[config.mk]
export PLATFORM = sky130hd
export DESIGN_NAME = dsdr_encoder
export DESIGN_NICKNAME = d
export VERILOG_FILES = /design/src/rtl/dsdr_pkg.sv /design/src/rtl/dsdr_phase_ctrl.sv /design/src/rtl/dsdr_rail_bit.sv /design/src/rtl/dsdr_encoder.sv
export SDC_FILE = /design/constraint.sdc
export NUM_CORES = 1
export LEC_CHECK = 0
export BUFFER_PORTS_ARGS = -buffer_cell sky130_fd_sc_hd__buf_2
export CAP_MARGIN = 20
export CORE_ASPECT_RATIO = 0.8
export CORE_MARGIN = 1
export CORE_UTILIZATION = 25
export DETAILED_ROUTE_END_ITERATION = 16
export HOLD_SLACK_MARGIN = 0.06
export PLACE_DENSITY = 0.43
export SETUP_SLACK_MARGIN = 0.2
export SLEW_MARGIN = 10
export SYNTH_ARGS = -nofsm -noshare
export SYNTH_HDL_FRONTEND = slang
export SYNTH_SLANG_ARGS = --single-unit
[constraint.sdc]
create_clock -name clk_i -period 2.35 [get_ports clk_i]
set_clock_uncertainty 0.05 [all_clocks]
set_input_delay 0.47 -clock clk_i [delete_from_list [all_inputs] [get_ports clk_i]]
set_output_delay 0.47 -clock clk_i [all_outputs]
set_load 0.005 [all_outputs]
[src/rtl/dsdr_pkg.sv]
package dsdr_pkg;
  typedef enum logic {
    PH_SPACER = 1'b0,
    PH_DATA   = 1'b1
  } phase_e;
endpackage

[src/rtl/dsdr_phase_ctrl.sv]
module dsdr_phase_ctrl
  import dsdr_pkg::*;
(
  input  logic   clk_i,
  input  logic   rst_ni,
  input  logic   valid_i,
  input  logic   ack_i,
  output logic   ready_o,
  output logic   load_o,
  output logic   retire_o,
  output logic   fill_o,
  output phase_e phase_o
);
  phase_e phase_q;
  logic   spc_q;  // level of the spacer most recently driven

  assign ready_o  = (phase_q == PH_SPACER) && ack_i;
  assign load_o   = ready_o && valid_i;
  assign retire_o = (phase_q == PH_DATA) && !ack_i;
  assign fill_o   = ~spc_q;
  assign phase_o  = phase_q;

  always_ff @(posedge clk_i or negedge rst_ni) begin
    if (!rst_ni) begin
      phase_q <= PH_SPACER;
      spc_q   <= 1'b0;
    end else if (load_o) begin
      phase_q <= PH_DATA;
    end else if (retire_o) begin
      phase_q <= PH_SPACER;
      spc_q   <= ~spc_q;
    end
  end
endmodule

[src/rtl/dsdr_rail_bit.sv]
module dsdr_rail_bit (
  input  logic clk_i,
  input  logic rst_ni,
  input  logic load_i,
  input  logic retire_i,
  input  logic fill_i,
  input  logic d_i,
  output logic r0_o,
  output logic r1_o
);
  always_ff @(posedge clk_i or negedge rst_ni) begin
    if (!rst_ni) begin
      r0_o <= 1'b0;
      r1_o <= 1'b0;
    end else if (load_i) begin
      r0_o <= ~d_i;
      r1_o <= d_i;
    end else if (retire_i) begin
      r0_o <= fill_i;
      r1_o <= fill_i;
    end
  end
endmodule

[src/rtl/dsdr_encoder.sv]
module dsdr_encoder
  import dsdr_pkg::*;
#(
  parameter int unsigned W = 8
) (
  input  logic         clk_i,
  input  logic         rst_ni,
  input  logic [W-1:0] in_data_i,
  input  logic         in_valid_i,
  output logic         in_ready_o,
  input  logic         ack_i,
  output logic [W-1:0] rail0_o,
  output logic [W-1:0] rail1_o
);
  logic   load, retire, fill;
  phase_e phase;

  dsdr_phase_ctrl u_ctrl (
    .clk_i    (clk_i),
    .rst_ni   (rst_ni),
    .valid_i  (in_valid_i),
    .ack_i    (ack_i),
    .ready_o  (in_ready_o),
    .load_o   (load),
    .retire_o (retire),
    .fill_o   (fill),
    .phase_o  (phase)
  );

  for (genvar b = 0; b < W; b++) begin : g_bit
    dsdr_rail_bit u_bit (
      .clk_i    (clk_i),
      .rst_ni   (rst_ni),
      .load_i   (load),
      .retire_i (retire),
      .fill_i   (fill),
      .d_i      (in_data_i[b]),
      .r0_o     (rail0_o[b]),
      .r1_o     (rail1_o[b])
    );
  end
endmodule

==> qor.yml, run 1 <==
run_status:
  status: "complete, no violations"
clocking:
  cts_buffer_depth: 2
  ctsHoldBuffers: 0
  cts_buffers: 3
  cts.htree.levels: 1
  post-cts-setup-buffers: 0
  clkSlewWorstSetupHoldPaths_ns: 0.07
  clk_latency_ns: 0.25
  cts_tree: "yes"
  cts.sinks: 18
  cts_resized: 0
  cts-root-buf: "clkbuf_8"
floorplanning:
  fp.dieH_um: 59.3
  core-area_um2: 3850
  start_util_pct: 26.6
  boundaryPins: 29
  rows: 20
  die_w_um: 73.6
  fp.dieArea_um2: 4370
route:
  wl_per_cell_um: 14.0
  drc_errors: 0
  ant_nets: 0
  drt_iter0_drc: 33
  firstDrtPassIters: 4
  routed_via_density: 4.79
  dr_total_vias: 814
  totalWireLength_mm: 2.38
worst_hold_path:
  hold_path.class: "in2async"
critical_path:
  arrival_ns: 0.94
  path_cells: "nor2b_1 > buf_2"
  critPathTopFamily: "flip-flops"
  cp-start-kind: "flip-flop"
  end_kind: "output port"
  critPathKind: "reg2out"
  cp.required_ns: 1.83
  crit_path_max_fanout: 6
  crit_buf_inv: 1
  cpPeakStageDelay_ns: 0.43
  slowest_stage: "dfrtp_1"
logic_synthesis:
  synth-seq-cells: 18
  synth_fp_nets: 120
  synth_area_leaders: "dfrtp_1, nor3_1, o32ai_1, buf_4, buf_6"
  synth_top_cell_area_share_pct: 43.9
  synth_top_family_by_area: "buffers and inverters"
  muxShareOfSynthArea_pct: 0
  yosysWarnings: 0
  ys_types: 14
  yosysSeqAreaShare_pct: 43.9
  yosysTopAreaCell: "dfrtp_1"
  synth_simple_gate_area_share_pct: 19.0
  post_synth.cell_area_avg_um2: 9.50
  synth_fa_ha_area_share_pct: 0
  synth_compound_area_share_pct: 14.4
  synthesis.area_um2: 1030
  synth-xor-area-share_pct: 0.854
  synthCells: 108
final_layout:
  finalNonFillerCells: 170
  drive_gt1_share_pct: 28.7
  insertedDiodeCount: 0
  area_growth_pct: 7.56
  nNetsFinal: 128
  fillers: 444
  multi_input_comb_area_um2: 352
  regArea_um2: 450
placement:
  place_congestion: 0.695
  hpwl_mm: 1.50
  numPortBuffers: 28
  dp.cells: 166
sta:
  post-route-min-period_ns: 1.46
  min_period_over_period_pct: 62.1
  rsz0062_at_grt: "no"
  fmax_mhz: 685
  slew_viol_final: 0
  tightest_slew_ns: 0.669
  setup_tns_ns: 0
  slew_headroom_pct: 55.4
  final-hold-violation-count: 0
  setup_viol: 0
global_routing:
  grt_pass1_wl_mm: 3.84
  gr-total-overflow: 0
  gr-usage-all-layers_pct: 11.9
  grt_max_degree: 33
  grt_pass1_vias: 815
  antenna_found_initial: 0
power:
  peakVddDrop_mv: 0.283
  power_density_nw_per_um2: 884
  p_leak_uw: 0.000447
flow_run:
  cap_violations: 0
[through the flow]
stage                     util, %  hold slack, ns  setup WS, ns  power, uW  cell area [um2]
final                        28.6          0.0919         0.891        976             1100
after global routing         28.6           0.115         0.790       1040             1100
after CTS                    28.6           0.105         0.852        990             1100
after detailed placement     27.2           0.388         0.717        725             1050
after global placement       27.2           0.384         0.752        717             1050
after floorplan                 -           0.124          1.06        711             1030
[path summary, 6_finish.rpt]
check,start,to,slack [ns],cells after the start
setup / recovery,u_ctrl.phase_o,in_ready_o,0.89,2
setup reg to reg,u_ctrl.phase_o,g_bit[0].u_bit.r0_o,0.96,3
max in group asynchronous,rst_ni,g_bit[3].u_bit.r0_o,1.85,1
hold / removal,rst_ni,g_bit[1].u_bit.r0_o,0.09,1
min in group clk_i,in_valid_i,u_ctrl.phase_o,0.39,2
hold reg to reg,u_ctrl.spc_q,u_ctrl.spc_q,0.43,1
[final cells by class]
class,instances,area share [%]
Sequential cell,18,40.8
Multi-Input combinational cell,56,31.9
Timing Repair Buffer,29,13.4
Tap cell,55,6.24
Clock buffer,4,4.99
Inverter,8,2.72
[report_power, final]
group	switching, uW	internal, uW
combinational	123	126
clock	113	149
sequential	67.3	397
total	304	672
[metal layers]
metal	part of all wire (%)	vias to the layer above	global-route usage [%]
met5	0	-	0
met3	4.7	2	3.40
met2	46	18	19.8
met1	48	406	14.3
met4	1.1	0	5.49
li1	-	388	-
[synthesized netlist by cell type (all sizes together)]
library cell and n:
inv 8, buf 26, nor3 32, dfrtp 18, nor2b 1, o32ai 16
xnor2 1, and3b 1, nand2 2, and2 1, o21a 1, nand2b 1
[state kept, by name (all words and copies together), names as in the netlist]
| name | flops |
|---|---|
| u_ctrl.spc_q | 1 |
| g_bit.u_bit.r0_o | 8 |
| u_ctrl.phase_o | 1 |
| g_bit.u_bit.r1_o | 8 |
[kinds of logic (layout without fill, tap and decap cells)]
family | after synthesis | after routing
AO/OA/AOI/OAI | 17 | 17
XOR/XNOR | 1 | 1
buffers and inverters | 34 | 41
flip-flops | 18 | 18
AND/OR/NAND/NOR | 38 | 38
[cells in the final DEF, fill, tap and decap left out]
cell type | synthesis | routed
clkbuf_8 | 0 | 4
buf_2 | 5 | 28
dfrtp_1 | 18 | 18
and2_1 | 1 | 1
o32ai_1 | 16 | 16
nor2b_1 | 1 | 1
nand2_1 | 2 | 2
buf_4 | 18 | 1
nor3_1 | 32 | 32
xnor2_1 | 1 | 1
nand2b_1 | 1 | 1
o21a_1 | 1 | 1
and3b_1 | 1 | 1
inv_1 | 8 | 8
Note: power is estimated with default switching activity, not from simulation.
==> run 2, diff against run 1 <==
--- a/config.mk
+++ b/config.mk
@@ -5,6 +5,7 @@
 export SDC_FILE = /design/constraint.sdc
 export NUM_CORES = 1
 export LEC_CHECK = 0
+export ABC_AREA = 1
 export BUFFER_PORTS_ARGS = -buffer_cell sky130_fd_sc_hd__buf_2
 export CAP_MARGIN = 20
 export CORE_ASPECT_RATIO = 0.8
@@ -12,7 +13,7 @@
 export CORE_UTILIZATION = 25
 export DETAILED_ROUTE_END_ITERATION = 16
 export HOLD_SLACK_MARGIN = 0.06
-export PLACE_DENSITY = 0.43
+export PLACE_DENSITY = 0.45
 export SETUP_SLACK_MARGIN = 0.2
 export SLEW_MARGIN = 10
 export SYNTH_ARGS = -nofsm -noshare
==> constraint.sdc (replaced) <==
create_clock -name clk_i -period 1.3 [get_ports clk_i]
set_clock_uncertainty 0.05 [all_clocks]
set_input_delay 0.26 -clock clk_i [delete_from_list [all_inputs] [get_ports clk_i]]
set_output_delay 0.26 -clock clk_i [all_outputs]
set_load 0.005 [all_outputs]
==> qor.yml, run 2 <==
final_layout:
  fin_util_pct: 33.5  # +4.9 points
  nNetsFinal: 161  # +26%
  final_common_cell: "nand2_1"
  area_growth_pct: 28.3
  drive_gt1_share_pct: 41.5  # +13 points
  reg_top3: "g_bit.u_bit.r0_o: 8 flops, g_bit.u_bit.r1_o: 8 flops"
  layout_common_cells: "nand2_1, buf_2, dfrtp_1"
  finalNonFillerCells: 202  # +19%
  insertedDiodeCount: 0  # unchanged
sta:
  slew_headroom_pct: 71.5  # +16 points
  hold_slack_ns: 0.307  # +0.215 ns
  fmax_mhz: 840
  tightest_slew_ns: 0.428  # -0.241 ns
  slew_viol_final: 0  # unchanged
  setup_tns_ns: 0  # unchanged
  min_period_over_period_pct: 91.6
  setup_viol: 0  # unchanged
  rsz0062_at_grt: "yes"
  post-route-min-period_ns: 1.19
  final-hold-violation-count: 0  # unchanged
critical_path:
  crit_path_max_fanout: 8  # +2
  crit_buf_inv: 3  # +2
  arrival_ns: 1.28  # +0.34 ns
  cpPeakStageDelay_ns: 0.41  # -0.02 ns
  critPathTopFamily: "flip-flops"
  cp.required_ns: 1.39  # -0.44 ns
  slowest_stage: "dfrtp_1"
  critPathKind: "reg2reg"
  crit_top_cell: "nand2_1"
  end_kind: "flip-flop"
  cp-start-kind: "flip-flop"
  path_cells: "inv_2 > nand3_4 > buf_6 > nand2_4 > inv_8 > nand2_1 > nand2_1"
global_routing:
  use_met3_pct: 3.65  # +0.25 points
  use_met1_pct: 17.9  # +3.6 points
  gr-usage-all-layers_pct: 11.9  # +0.034 points
  antenna_found_initial: 0  # unchanged
  gr-total-overflow: 0  # unchanged
  top_usage_layer: "met1"
  grt_max_degree: 19  # -42%
  grt_pass1_vias: 755  # -7.4%
  grt_use_met2_pct: 16.7  # -3.1 points
  grt_pass1_wl_mm: 3.73  # -3.0%
logic_synthesis:
  synth_fp_nets: 133  # +11%
  synthesis.area_um2: 987  # -3.8%
  ys_types: 17  # +3
  synthCells: 121  # +12%
  synth-seq-cells: 18  # unchanged
  synth-edff-count: 0  # unchanged
  ys_async_sr_fraction_pct: 100  # unchanged
  yosysWarnings: 0  # unchanged
  synth_top_cell_area_share_pct: 45.6  # +1.7 points
  ys.flop_type: "dfrtp_1"
  synth.top_cells.by_count: "nand2_1, buf_4, dfrtp_1, inv_1"
  yosysSeqAreaShare_pct: 45.6  # +1.7 points
  post_synth.cell_area_avg_um2: 8.16  # -14%
  synth_area_leaders: "dfrtp_1, nand2_1, buf_4, nand3b_1, inv_1"
  synthMostInstantiatedCell: "nand2_1"
  yosysTopAreaCell: "dfrtp_1"
clocking:
  cts-root-buf: "clkbuf_8"
  clkSlewWorstSetupHoldPaths_ns: 0.07  # about the same
  cts.htree.levels: 1  # unchanged
  clk_latency_ns: 0.25  # about the same
  cts_buffer_depth: 2  # unchanged
  cts.sinks: 18  # unchanged
  cts_buffers: 3  # unchanged
  cts_tree: "yes"
placement:
  hpwl_mm: 1.74  # +16%
  numPortBuffers: 28  # unchanged
  place_congestion: 0.768  # +11%
  dp.cells: 190  # +14%
route:
  totalWireLength_mm: 2.37  # -0.13%
  routed_via_density: 3.96  # -17%
  ant_nets: 0  # unchanged
  drt_iter0_drc: 26  # -21%
  dr_total_vias: 799  # -1.8%
  firstDrtPassIters: 4  # unchanged
  wl_per_cell_um: 11.7  # -16%
  drc_errors: 0  # unchanged
power:
  p_leak_uw: 0.000687  # +54%
  power.total_uw: 1930  # +98%
  peakVddDrop_mv: 0.712  # +150%
  power_density_nw_per_um2: 1520  # +72%
floorplanning:
  boundaryPins: 29  # unchanged
  rows: 20  # unchanged
  start_util_pct: 26.1  # -0.50 points
  fp.dieArea_um2: 4210  # -3.7%
  die_w_um: 72.3  # -1.9%
  core-area_um2: 3780  # -1.9%
  fp.dieH_um: 58.2  # -1.8%
run_status:
  status: "complete, no violations"
flow_run:
  cap_violations: 0  # unchanged
worst_hold_path:
  hold_path.class: "in2reg"
[run 2: worst paths after layout]
path	from	endpoint	slack (ns)	depth (start not counted)
min in group asynchronous	rst_ni	g_bit[2].u_bit.r1_o	0.43	2
min reg2reg	g_bit[1].u_bit.r1_o	g_bit[1].u_bit.r1_o	0.43	2
max in group asynchronous	rst_ni	g_bit[6].u_bit.r0_o	0.47	2
min	ack_i	u_ctrl.phase_o	0.31	3
max	u_ctrl.phase_o	g_bit[0].u_bit.r1_o	0.11	7
max reg2reg	u_ctrl.phase_o	g_bit[0].u_bit.r1_o	0.11	7
[run 2: what timing repair did]
item / in CTS / in global routing
pin swaps: 1 / 2
hold buffers: 1 / 0
endpoints found under the hold margin: 18 / 0
setup buffers: 0 / 7
setup endpoints to repair: 17 / 25
gates resized for setup: 13 / 5
cloned: 1 / 0
[run 2: kinds of logic after synthesis]
| logic type | after synthesis | share of synthesized area [%] |
|---|---|---|
| AO/OA/AOI/OAI | 2 | 1.39 |
| XOR/XNOR | 1 | 0.887 |
| buffers and inverters | 38 | 22.4 |
| flip-flops | 18 | 45.6 |
| AND/OR/NAND/NOR | 62 | 29.7 |
[run 2: area by class of cell]
class / instances / area [um2]
Fill cell: 427 / 2510
Clock buffer: 3 / 41.3
Sequential cell: 18 / 450
Inverter: 18 / 75.1
Timing Repair Buffer: 43 / 260
Tap cell: 55 / 68.8
Multi-Input combinational cell: 65 / 370
[run 2: report_power, final]
| group | switching, uW | leakage (uW) | internal [uW] |
|---|---|---|---|
| Sequential | 97.6 | 0.000211 | 731 |
| Combinational | 343 | 0.000454 | 372 |
| Clock | 178 | 0.0000216 | 206 |
| Total | 619 | 0.000687 | 1310 |
[run 2: per-layer routing]
layer	share of wire (%)	wire [um]	vias to the layer above
met5	0	0	-
met4	0.51	12	0
met3	4.2	99	2
met2	42	992	21
met1	53	1270	365
li1	-	-	411
[run 2: worst register-to-register path, cell delays in order (launching register included)]
cell,delay (ns)
dfrtp_1,0.41
inv_2,0.10
nand3_4,0.11
buf_6,0.16
nand2_4,0.09
inv_8,0.06
nand2_1,0.05
nand2_1,0.05
[run 2: through the flow]
| stage | area, um2 | setup WS, ns |
|---|---|---|
| 2_1_floorplan | 996 | 0.189 |
| 3_3_place_gp | 1090 | 0.148 |
| 3_5_place_dp | 1090 | 0.139 |
| 4_1_cts | 1190 | 0.0867 |
| 5_1_grt | 1270 | 0.0285 |
| 6_report | 1270 | 0.109 |
